[config.mk]
export PLATFORM = sky130hd
export DESIGN_NAME = pwm_capture_unit
export DESIGN_NICKNAME = d
export VERILOG_FILES = /design/src/rtl/pwmcap_pkg.sv /design/src/rtl/pwmcap_in_cond.sv /design/src/rtl/pwmcap_timebase.sv /design/src/rtl/pwmcap_capture.sv /design/src/rtl/pwm_capture_unit.sv
export SDC_FILE = /design/constraint.sdc
export NUM_CORES = 1
export LEC_CHECK = 0
export ABC_AREA = 1
export BUFFER_PORTS_ARGS = -buffer_cell sky130_fd_sc_hd__buf_2
export CAP_MARGIN = 20
export CORE_MARGIN = 2
export CORE_UTILIZATION = 46
export DETAILED_ROUTE_END_ITERATION = 12
export GPL_TIMING_DRIVEN = 0
export PLACE_DENSITY_LB_ADDON = 0.15
export SETUP_SLACK_MARGIN = 0.15
export SLEW_MARGIN = 25
export SYNTH_ARGS = -nofsm -noshare
export SYNTH_HDL_FRONTEND = slang
export SYNTH_HIERARCHICAL = 1
export SYNTH_SLANG_ARGS = --single-unit
[constraint.sdc]
create_clock -name clk_i -period 2.6 [get_ports clk_i]
set_clock_uncertainty 0.2 [all_clocks]
set_input_delay 0.39 -clock clk_i [delete_from_list [all_inputs] [get_ports clk_i]]
set_output_delay 0.39 -clock clk_i [all_outputs]
set_load 0.02 [all_outputs]
[src/rtl/pwmcap_pkg.sv]
package pwmcap_pkg;
  typedef struct packed {
    logic opp;   // edge opposite to the trigger
    logic trig;  // trigger edge
  } edge_evt_t;
endpackage

[src/rtl/pwmcap_in_cond.sv]
module pwmcap_in_cond
  import pwmcap_pkg::*;
#(
  parameter int FILT_W = 4
) (
  input  logic              clk_i,
  input  logic              rst_ni,
  input  logic              pwm_i,
  input  logic [FILT_W-1:0] filt_i,
  input  logic              trig_pol_i,
  output edge_evt_t         evt_o
);
  localparam int RUN_W = FILT_W + 1;

  logic              s1_q, s2_q, s3_q, f_q, fd_q;
  logic [FILT_W-1:0] run_q;
  logic [RUN_W-1:0]  stable_n;
  logic              accept, rise, fall;

  always_ff @(posedge clk_i or negedge rst_ni) begin
    if (!rst_ni) begin
      s1_q <= 1'b0;
      s2_q <= 1'b0;
      s3_q <= 1'b0;
    end else begin
      s1_q <= pwm_i;
      s2_q <= s1_q;
      s3_q <= s2_q;
    end
  end

  // extra samples equal to the current one
  always_comb begin
    stable_n = (s2_q == s3_q) ? ({1'b0, run_q} + RUN_W'(1)) : '0;
    accept   = stable_n >= {1'b0, filt_i};
  end

  always_ff @(posedge clk_i or negedge rst_ni) begin
    if (!rst_ni) begin
      run_q <= '0;
      f_q   <= 1'b0;
      fd_q  <= 1'b0;
    end else begin
      run_q <= stable_n[FILT_W] ? '1 : stable_n[FILT_W-1:0];
      if (accept) f_q <= s2_q;
      fd_q <= f_q;
    end
  end

  assign rise = f_q & ~fd_q;
  assign fall = ~f_q & fd_q;

  always_comb begin
    evt_o.trig = trig_pol_i ? fall : rise;
    evt_o.opp  = trig_pol_i ? rise : fall;
  end


  filt_follow_chk: assert property (@(posedge clk_i) disable iff (!rst_ni)
    !$stable(f_q) |-> f_q == $past(s2_q));
endmodule

[src/rtl/pwmcap_timebase.sv]
module pwmcap_timebase #(
  parameter int CNT_W = 16,
  parameter int PSC_W = 16
) (
  input  logic             clk_i,
  input  logic             rst_ni,
  input  logic             trig_i,
  input  logic [PSC_W-1:0] psc_i,
  output logic [CNT_W-1:0] cnt_o,
  output logic             wrap_o
);
  logic [PSC_W-1:0] pc_q;
  logic [CNT_W-1:0] cnt_q;
  logic             tick;

  assign tick   = ~trig_i & (pc_q >= psc_i);
  assign wrap_o = tick & (&cnt_q);
  assign cnt_o  = cnt_q;

  always_ff @(posedge clk_i or negedge rst_ni) begin
    if (!rst_ni) begin
      pc_q  <= '0;
      cnt_q <= '0;
    end else if (trig_i) begin
      pc_q  <= '0;
      cnt_q <= '0;
    end else begin
      pc_q <= tick ? '0 : pc_q + PSC_W'(1);
      if (tick) cnt_q <= cnt_q + CNT_W'(1);
    end
  end


  trig_clear_chk: assert property (@(posedge clk_i) disable iff (!rst_ni)
    trig_i |=> cnt_q == '0);

  psc_hold_chk: assert property (@(posedge clk_i) disable iff (!rst_ni)
    (!trig_i && pc_q < psc_i) |=> $stable(cnt_q));
endmodule

[src/rtl/pwmcap_capture.sv]
module pwmcap_capture
  import pwmcap_pkg::*;
#(
  parameter int CNT_W  = 16,
  parameter int CPSC_W = 2
) (
  input  logic              clk_i,
  input  logic              rst_ni,
  input  edge_evt_t         evt_i,
  input  logic [CNT_W-1:0]  cnt_i,
  input  logic              wrap_i,
  input  logic [CPSC_W-1:0] cap_psc_i,
  input  logic              clr_i,
  output logic [CNT_W-1:0]  period_o,
  output logic [CNT_W-1:0]  width_o,
  output logic              irq_o,
  output logic              ovf_o
);
  localparam int PC_W = (2 ** CPSC_W) - 1;

  logic [1:0]       ev_vec, take;
  logic [PC_W-1:0]  lim;
  logic [CNT_W-1:0] period_q, width_q, meas;
  logic             irq_q, ovf_q, lost_q;

  assign ev_vec = {evt_i.opp, evt_i.trig};
  assign lim    = (PC_W'(1) << cap_psc_i) - PC_W'(1);
  assign meas   = lost_q ? '0 : cnt_i + CNT_W'(1);

  for (genvar ch = 0; ch < 2; ch++) begin : g_div
    logic [PC_W-1:0] ecnt_q;
    assign take[ch] = ev_vec[ch] & (ecnt_q >= lim);
    always_ff @(posedge clk_i or negedge rst_ni) begin
      if (!rst_ni)         ecnt_q <= '0;
      else if (take[ch])   ecnt_q <= '0;
      else if (ev_vec[ch]) ecnt_q <= ecnt_q + PC_W'(1);
    end
  end

  always_ff @(posedge clk_i or negedge rst_ni) begin
    if (!rst_ni) begin
      period_q <= '0;
      width_q  <= '0;
      irq_q    <= 1'b0;
      ovf_q    <= 1'b0;
      lost_q   <= 1'b0;
    end else begin
      if (wrap_i)       period_q <= '0;
      else if (take[0]) period_q <= meas;
      if (take[1])      width_q  <= meas;
      if (wrap_i)          lost_q <= 1'b1;
      else if (ev_vec[0])  lost_q <= 1'b0;
      if (take[0])     irq_q <= 1'b1;
      else if (clr_i)  irq_q <= 1'b0;
      if (wrap_i)      ovf_q <= 1'b1;
      else if (clr_i)  ovf_q <= 1'b0;
    end
  end

  assign period_o = period_q;
  assign width_o  = width_q;
  assign irq_o    = irq_q;
  assign ovf_o    = ovf_q;


  irq_hold_chk: assert property (@(posedge clk_i) disable iff (!rst_ni)
    (irq_q && !clr_i) |=> irq_q);

  irq_src_chk: assert property (@(posedge clk_i) disable iff (!rst_ni)
    $rose(irq_q) |-> $past(ev_vec[0]));

  ovf_zero_chk: assert property (@(posedge clk_i) disable iff (!rst_ni)
    wrap_i |=> (ovf_q && period_q == '0));

  ovf_clr_chk: assert property (@(posedge clk_i) disable iff (!rst_ni)
    (clr_i && !wrap_i) |=> !ovf_q);
endmodule

[src/rtl/pwm_capture_unit.sv]
module pwm_capture_unit
  import pwmcap_pkg::*;
#(
  parameter int CNT_W  = 16,
  parameter int PSC_W  = 16,
  parameter int FILT_W = 4,
  parameter int CPSC_W = 2
) (
  input  logic              clk_i,
  input  logic              rst_ni,
  input  logic              pwm_i,
  input  logic [PSC_W-1:0]  tb_psc_i,
  input  logic              trig_pol_i,
  input  logic [CPSC_W-1:0] cap_psc_i,
  input  logic [FILT_W-1:0] filt_i,
  input  logic              clr_i,
  output logic [CNT_W-1:0]  period_o,
  output logic [CNT_W-1:0]  width_o,
  output logic              irq_o,
  output logic              ovf_o
);
  edge_evt_t        evt;
  logic [CNT_W-1:0] cnt;
  logic             wrap;

  pwmcap_in_cond #(.FILT_W(FILT_W)) u_in (
    .clk_i, .rst_ni, .pwm_i, .filt_i, .trig_pol_i, .evt_o(evt)
  );

  pwmcap_timebase #(.CNT_W(CNT_W), .PSC_W(PSC_W)) u_tb (
    .clk_i, .rst_ni, .trig_i(evt.trig), .psc_i(tb_psc_i),
    .cnt_o(cnt), .wrap_o(wrap)
  );

  pwmcap_capture #(.CNT_W(CNT_W), .CPSC_W(CPSC_W)) u_cap (
    .clk_i, .rst_ni, .evt_i(evt), .cnt_i(cnt), .wrap_i(wrap),
    .cap_psc_i, .clr_i, .period_o, .width_o, .irq_o, .ovf_o
  );
endmodule

==> metrics.log, run 1 <==
[metrics] number of nets at the end of the flow: approximately 800
[metrics] CTS Root Buffer Type: sky130_fd_sc_hd__clkbuf_8
[metrics] Most used DFF post-synth: sky130_fd_sc_hd__dfrtp_1
[metrics] number of buffers created by CTS: 9
[metrics] Cell variety after synth: 35
[metrics] number of buffers added on ports: 60
[metrics] minimum clock period after layout: ~2300 ps
[metrics] TritonCTS clock tree: yes
[metrics] Max-cap violations: 0
[metrics] initial standard-cell utilization of the core: 0.469
[metrics] type of element capturing the critical path: register
[metrics] detailed-route DRC error count: 0
[metrics] worst-path fanout max: 10
[metrics] Pleak: 3.10 nW
[metrics] Crit Path Category: register to register
[metrics] WP data arrival: 2400 ps
[metrics] share of synthesized registers carrying an async set or reset: 1.00
[metrics] total via count in the routed design: 4555
[metrics] ratio of cells with drive above 1 in the final layout: 0.194
[metrics] RSZ-0062 raised after global routing: no
[metrics] synth top area cells: sky130_fd_sc_hd__dfrtp_1 41%, sky130_fd_sc_hd__nand2_1 15%, sky130_fd_sc_hd__ha_1 7.4%
[metrics] flop-to-flop setup slack: 260 ps
[metrics] via/cell ratio: 5.01
[metrics] Net Count, Synth: 730
[metrics] transition time at the pin with the least slew margin: 621 ps
[metrics] relative max-transition margin: 0.581
[metrics] max-slew violation total from the final report: 0
[metrics] first-pass GRT wire length: 19500 um
[metrics] Die Height: around 110 um
[metrics] worst supply voltage drop on vdd: 0.000389 V
[metrics] wirelength, routed: 11600 um
[metrics] type of origin of the critical path: register
[metrics] hold-critical path depth: 0
[metrics] length of the first detailed-routing pass in iterations: 5
[metrics] crit-path cells: ha_1, nand4_1, nor2_2, nand2_4, nand2_4, nand2_1, nor2_2, inv_2, nand2_4, inv_4, buf_6, nand2_1, nand2_1
[metrics] I/O Pins: ~60
[metrics] clock latency reported for the late side of the worst-skew pair: 370 ps
[metrics] site row count: 38
[metrics] sink count of the clock tree: 82
[metrics] count of routing violations after the opening detailed-route iteration: 253
[metrics] Worst Hold Margin: 159 ps
[metrics] global-route total usage across every layer: 0.209
[metrics] run status: complete, no violations
[metrics] Overflow after GRT: 0
[metrics] Worst Hold Class: register to register
[metrics] Routed Antenna Nets: 0
[metrics] worst slack, placed: -297 ps
[metrics] Seq cells post-synth: 82
[metrics] achievable clock frequency: between 400 and 500 MHz
[metrics] sum of net half-perimeters after detailed placement: 8630 um
[metrics] delay of the slowest critical-path stage: 420 ps
[metrics] Die Area: 11800 um^2
[metrics] H-Tree Level Count: 3
[metrics] register area share after synthesis: 0.407
[metrics] via count of the first global-routing pass: 4306
[metrics] initial antenna violation count: 0
[metrics] Hold Crit Start: u_in/s1_q
[metrics] core area: 10700 um^2
[metrics] worst reg2reg endpoint: u_cap/period_o[6]
[metrics] Reg-to-Reg Start: u_tb/pc_q[15]
[metrics] area added between synthesis and finish: 18.2%
[metrics] post-synthesis instance area: around 5000 um^2
[metrics] synthesized netlist cell count: 673
[metrics] Power per Cell Area: 681 nW/um^2
[metrics] EDFF count, synth: 0
[metrics] cell type with the largest total area after synthesis: sky130_fd_sc_hd__dfrtp_1
[metrics] Critical Path Slowest Stage Cell: sky130_fd_sc_hd__dfrtp_1
[metrics] Clock transition at path regs: 90 ps
[metrics] Critical Path Start: u_tb/pc_q[15]
[metrics] Mean Syn Cell Area: 7.49 um^2
[metrics] horizontal extent of the die: 109 um
[metrics] largest net degree at the start of global routing: 51
[metrics] number of cells on the worst reg-to-reg path: 13
[metrics] Worst Slack Setup Final: 264 ps
[metrics] Yosys warning count: 6
[metrics] Data required, critical path: about 2700 ps
[metrics] post-route clock period utilization: 0.898
[metrics] Min-Delay Endpoint: u_in/s2_q
[metrics] top cell type's share of synthesized area: 0.407
[metrics] Finish-stage setup viols: 0
[metrics] ANT cells: 0
[metrics] post-detailed-route wirelength per cell: 12.8 um
[metrics] clk buf depth: 2
[metrics] routability congestion estimate: 0.885
[metrics] post-layout total power: 0.00406 W
[metrics] hold violation count in the final report: 0
==> worst max-delay path, delay by kind of cell, from the launching register on <==
family                   cells  cell delay [ps]
adder cells (fa/ha/maj)      1              330
AND/OR/NAND/NOR              9              990
flip-flops                   1              420
buffers and inverters        3              270
==> through the flow <==
stage / util / area (um^2) / instances / TNS [ps]
2_1_floorplan: - / 5040 / 673 / 0
3_3_place_gp: 0.514 / 5520 / 873 / -3740
3_5_place_dp: 0.516 / 5550 / 874 / -4320
4_1_cts: 0.541 / 5810 / 894 / 0
5_1_grt: 0.554 / 5950 / 910 / 0
6_report: 0.554 / 5950 / 910 / 0
==> metal layers <==
metal	up-vias	global-route usage	share of wire
li1	2327	-	-
met1	2124	0.280	0.48
met2	91	0.344	0.47
met3	13	0.0347	0.036
met4	0	0.0723	0.015
met5	-	0	0
==> where the power goes <==
part / total (W) / switching, W / internal, W
Clock: 0.000963 / 0.000511 / 0.000452
Combinational: 0.00137 / 0.000870 / 0.000495
Sequential: 0.00173 / 0.000213 / 0.00152
==> layout make-up <==
class | count | area [um^2]
Clock inverter | 7 | 75.1
Tap cell | 140 | 175
Clock buffer | 9 | 124
Buffer | 13 | 88.8
Sequential cell | 82 | 2050
Multi-Input combinational cell | 489 | 2610
Timing Repair Buffer | 81 | 488
Fill cell | 1049 | 4790
Inverter | 89 | 337
==> sequential cells by signal (all words and copies together) (netlist names) <==
name	cells
u_cap/g_div.ecnt_q	6
u_cap/irq_o	1
u_cap/lost_q	1
u_cap/ovf_o	1
u_cap/period_o	16
u_cap/width_o	16
u_in/f_q	1
u_in/fd_q	1
u_in/run_q	4
u_in/s1_q	1
u_in/s2_q	1
u_in/s3_q	1
u_tb/cnt_o	16
u_tb/pc_q	16
==> worst max path at each step <==
stage	to	slack, ps	cells after the start
floorplan	u_cap/period_o[10]	280	12
global placement	u_cap/period_o[10]	-270	12
detailed placement	u_cap/period_o[6]	-300	12
CTS	u_cap/period_o[6]	180	17
global route	u_cap/period_o[0]	130	15
finish	u_cap/period_o[6]	260	13
==> cell usage after synthesis, drive strengths merged, types with 4 or more instances <==
| cell | instances |
|---|---|
| o21ai | 30 |
| o21bai | 4 |
| inv | 89 |
| or2 | 9 |
| ha | 30 |
| xor2 | 14 |
| buf | 10 |
| nand4 | 26 |
| nor3 | 12 |
| a21oi | 18 |
| nand2 | 209 |
| nor2 | 83 |
| nand3 | 43 |
| dfrtp | 82 |
==> logic make-up after synthesis <==
| family | Yosys count | share of synthesized area |
|---|---|---|
| fa+ha+maj | 30 | 0.0745 |
| xor+xnor | 17 | 0.0296 |
| compound gates | 55 | 0.0589 |
| buf+inv | 102 | 0.0842 |
| simple gates | 387 | 0.346 |
| flops | 82 | 0.407 |
==> cell usage in the layout (no fill, tap or decap), types with 5 or more instances in the layout <==
master                     count
sky130_fd_sc_hd__nand2_1     199
sky130_fd_sc_hd__inv_1        85
sky130_fd_sc_hd__dfrtp_1      80
sky130_fd_sc_hd__nor2_1       70
sky130_fd_sc_hd__buf_2        64
sky130_fd_sc_hd__nand3_1      42
sky130_fd_sc_hd__o21ai_0      29
sky130_fd_sc_hd__ha_1         29
sky130_fd_sc_hd__nand4_1      26
sky130_fd_sc_hd__buf_4        21
sky130_fd_sc_hd__a21oi_1      16
sky130_fd_sc_hd__xor2_1       14
sky130_fd_sc_hd__nor2_2       10
sky130_fd_sc_hd__clkbuf_8      9
sky130_fd_sc_hd__nor3_1        9
sky130_fd_sc_hd__or2_2         6
sky130_fd_sc_hd__nand2_2       5
sky130_fd_sc_hd__nand2_4       5
==> timing repair <==
item,4_1_cts,5_1_grt
hold endpoints to repair,34,0
setup endpoints to repair,18,15
setup buffers,1,16
resized for setup,9,7
hold buffers,3,0
pin swaps,1,5
Note: power is estimated with default switching activity, not from simulation.
==> run 2, diff against run 1 <==
--- a/config.mk
+++ b/config.mk
@@ -12,7 +12,7 @@
 export CORE_UTILIZATION = 46
 export DETAILED_ROUTE_END_ITERATION = 12
 export GPL_TIMING_DRIVEN = 0
-export PLACE_DENSITY_LB_ADDON = 0.15
+export PLACE_DENSITY = 0.68
 export SETUP_SLACK_MARGIN = 0.15
 export SLEW_MARGIN = 25
 export SYNTH_ARGS = -nofsm -noshare
==> run 2 against run 1 <==
  * Die area did not move
  * Critical path type unchanged
  * Highest routed layer unchanged
  * Critical endpoint is now u_cap/period_o[7]
  * Clock power rose by 12%
  * Via count barely moved
  * Largest power group unchanged
==> metrics.log, run 2 (synthesized netlist as in run 1, its figures left out) <==
[metrics] type of element capturing the critical path: register
[metrics] sequential share of power: 0.410
[metrics] TritonCTS clock tree: yes
[metrics] delay of the slowest critical-path stage: 420 ps
[metrics] initial antenna violation count: 0
[metrics] post-detailed-route wirelength per cell: 12.8 um
[metrics] Worst path top cell family by delay: simple AND/OR/NAND/NOR gates
[metrics] most common cell after layout, fill and taps aside: sky130_fd_sc_hd__nand2_1
[metrics] number of nets at the end of the flow: 815
[metrics] worst slack, placed: -233 ps
[metrics] via/cell ratio: ~5.0
[metrics] ANT cells: 0
[metrics] wirelength, routed: 11600 um
[metrics] commonest cells after routing, fill and taps aside: 199 x sky130_fd_sc_hd__nand2_1, 85 x sky130_fd_sc_hd__inv_1, 79 x sky130_fd_sc_hd__dfrtp_1
[metrics] worst-path fanout max: 10
[metrics] Power per Cell Area: around 700 nW/um^2
[metrics] switching share of power: 0.381
[metrics] type of origin of the critical path: register
[metrics] crit-path cells: ha_1, nand4_1, nor2_2, nand2_4, nand2_4, nand2_1, nor2_2, inv_2, nand2_4, inv_4, buf_6, nand2_1, nand2_1
[metrics] area added between synthesis and finish: 18.0%
[metrics] Overflow after GRT: 0
[metrics] Routed Antenna Nets: 0
[metrics] Pint: about 0.0026 W
[metrics] fill cell count: 1022
[metrics] clock latency reported for the late side of the worst-skew pair: 370 ps
[metrics] initial standard-cell utilization of the core: 0.469
[metrics] global-route total usage across every layer: 0.208
[metrics] Sw Pwr: between 0.0015 and 0.002 W
[metrics] length of the first detailed-routing pass in iterations: 7
[metrics] worst supply voltage drop on vdd: 0.000384 V
[metrics] Worst Slack Setup Final: 284 ps
[metrics] number of buffers created by CTS: 9
[metrics] Routed met3 length: 523 um
[metrics] routability congestion estimate: 0.893
[metrics] final non-filler cell area: 5940 um^2
[metrics] achievable clock frequency: approximately 430 MHz
[metrics] Critical Path Slowest Stage Cell: sky130_fd_sc_hd__dfrtp_1
[metrics] minimum clock period after layout: between 2000 and 2500 ps
[metrics] total buffers and inverters traversed by the critical path: 3
[metrics] site row count: 38
[metrics] sum of net half-perimeters after detailed placement: 8650 um
[metrics] transition time at the pin with the least slew margin: 492 ps
[metrics] via count of the first global-routing pass: roughly 4300
[metrics] fraction of power consumed by the clock network: 0.257
[metrics] total via count in the routed design: 4554
[metrics] Finish-stage setup viols: 0
[metrics] first-pass GRT wire length: 19600 um
[metrics] logic gate share of total power: 0.333
[metrics] clk buf depth: 2
[metrics] final core occ: 0.553
[metrics] total cell area at the placement stage: 5550 um^2
[metrics] relative max-transition margin: 0.672
[metrics] horizontal extent of the die: about 110 um
[metrics] Data required, critical path: 2660 ps
[metrics] count of routing violations after the opening detailed-route iteration: 363
[metrics] Worst Hold Class: register to register
[metrics] met2 routed WL: 5480 um
[metrics] final instance count without filler cells: 903
[metrics] detailed-route DRC error count: 0
[metrics] max-slew violation total from the final report: 0
[metrics] H-Tree Level Count: 3
[metrics] Pleak: 3.08 nW
[metrics] I/O Pins: 61
[metrics] ratio of cells with drive above 1 in the final layout: 0.189
[metrics] Die Height: 109 um
[metrics] RSZ-0062 raised after global routing: no
[metrics] number of buffers added on ports: 60
[metrics] Clock transition at path regs: 90 ps
[metrics] Crit Path Category: register to register
[metrics] Max-cap violations: 0
[metrics] CTS Root Buffer Type: sky130_fd_sc_hd__clkbuf_8
[metrics] WP data arrival: around 2400 ps
[metrics] post-route clock period utilization: 0.891
[metrics] run status: complete, no violations
[metrics] hold violation count in the final report: 0
[metrics] core area: roughly 11000 um^2
[metrics] routed length on met1: 5450 um
[metrics] Placed Cells: approximately 870
[metrics] largest net degree at the start of global routing: 52
[metrics] sink count of the clock tree: 82
[metrics] Die Area: 11800 um^2
[metrics] highest metal layer used by the detailed router: met4
-- run 2: final timing paths --
| path | start | end | slack [ps] | depth (start not counted) |
|---|---|---|---|---|
| setup / recovery | u_tb/pc_q[15] | u_cap/period_o[7] | 280 | 13 |
| min in group asynchronous | rst_ni | u_tb/pc_q[6] | 310 | 2 |
| hold / removal | u_in/s1_q | u_in/s2_q | 160 | 0 |
| hold reg to reg | u_in/s1_q | u_in/s2_q | 160 | 0 |
| max in group asynchronous | rst_ni | u_cap/period_o[12] | 1300 | 3 |
| setup reg to reg | u_tb/pc_q[15] | u_cap/period_o[7] | 280 | 13 |
-- run 2: layer usage --
layer,vias up,GRT usage
met4,0,0.0705
met1,2129,0.272
met5,-,0
met3,11,0.0418
li1,2312,-
met2,102,0.346
-- run 2: cell type report --
type                       count  area, um^2  share of cell area
clock inverter                 6        96.3              0.0162
inverter                      89         337              0.0566
multi-input combinational    489        2620               0.440
sequential                    82        2060               0.346
timing repair buffer          74         435              0.0733
tap                          140         175              0.0295
buffer                        13        88.8              0.0149
clock buffer                  10         138              0.0232
-- run 2: power groups by stage --
stage	Clock, W	Combinational [W]	Sequential [W]
after floorplan	0	0.000805	0.00186
after global placement	0	0.00130	0.00174
after detailed placement	0	0.00136	0.00175
after CTS	0.00111	0.00139	0.00173
after global routing	0.00117	0.00159	0.00176
final	0.00108	0.00140	0.00172
-- run 2: worst register-to-register path, stage by stage, from the launching register on --
cell                      delay [ps]
sky130_fd_sc_hd__dfrtp_1         420
sky130_fd_sc_hd__ha_1            320
sky130_fd_sc_hd__nand4_1         170
sky130_fd_sc_hd__nor2_2          210
sky130_fd_sc_hd__nand2_4         120
sky130_fd_sc_hd__nand2_4          90
sky130_fd_sc_hd__nand2_1          60
sky130_fd_sc_hd__nor2_2          150
sky130_fd_sc_hd__inv_2            80
sky130_fd_sc_hd__nand2_4          80
sky130_fd_sc_hd__inv_4            50
sky130_fd_sc_hd__buf_6           140
sky130_fd_sc_hd__nand2_1          70
sky130_fd_sc_hd__nand2_1          50
-- run 2: per-stage QoR --
step | setup TNS (ps) | hold slack [ps] | total power (W)
3_5_place_dp | -2840 | 149 | 0.00310
5_1_grt | 0 | 176 | 0.00452
3_3_place_gp | -2470 | 151 | 0.00304
6_report | 0 | 162 | 0.00420
4_1_cts | 0 | 170 | 0.00423
2_1_floorplan | 0 | -106 | 0.00266
-- run 2: what timing repair did --
action,4_1_cts,5_1_grt
endpoints found under the hold margin,33,0
resized for setup,9,9
hold buffers,3,0
pin swaps,2,3
gates cloned,0,0
setup buffers,1,9
setup endpoints to repair,18,32
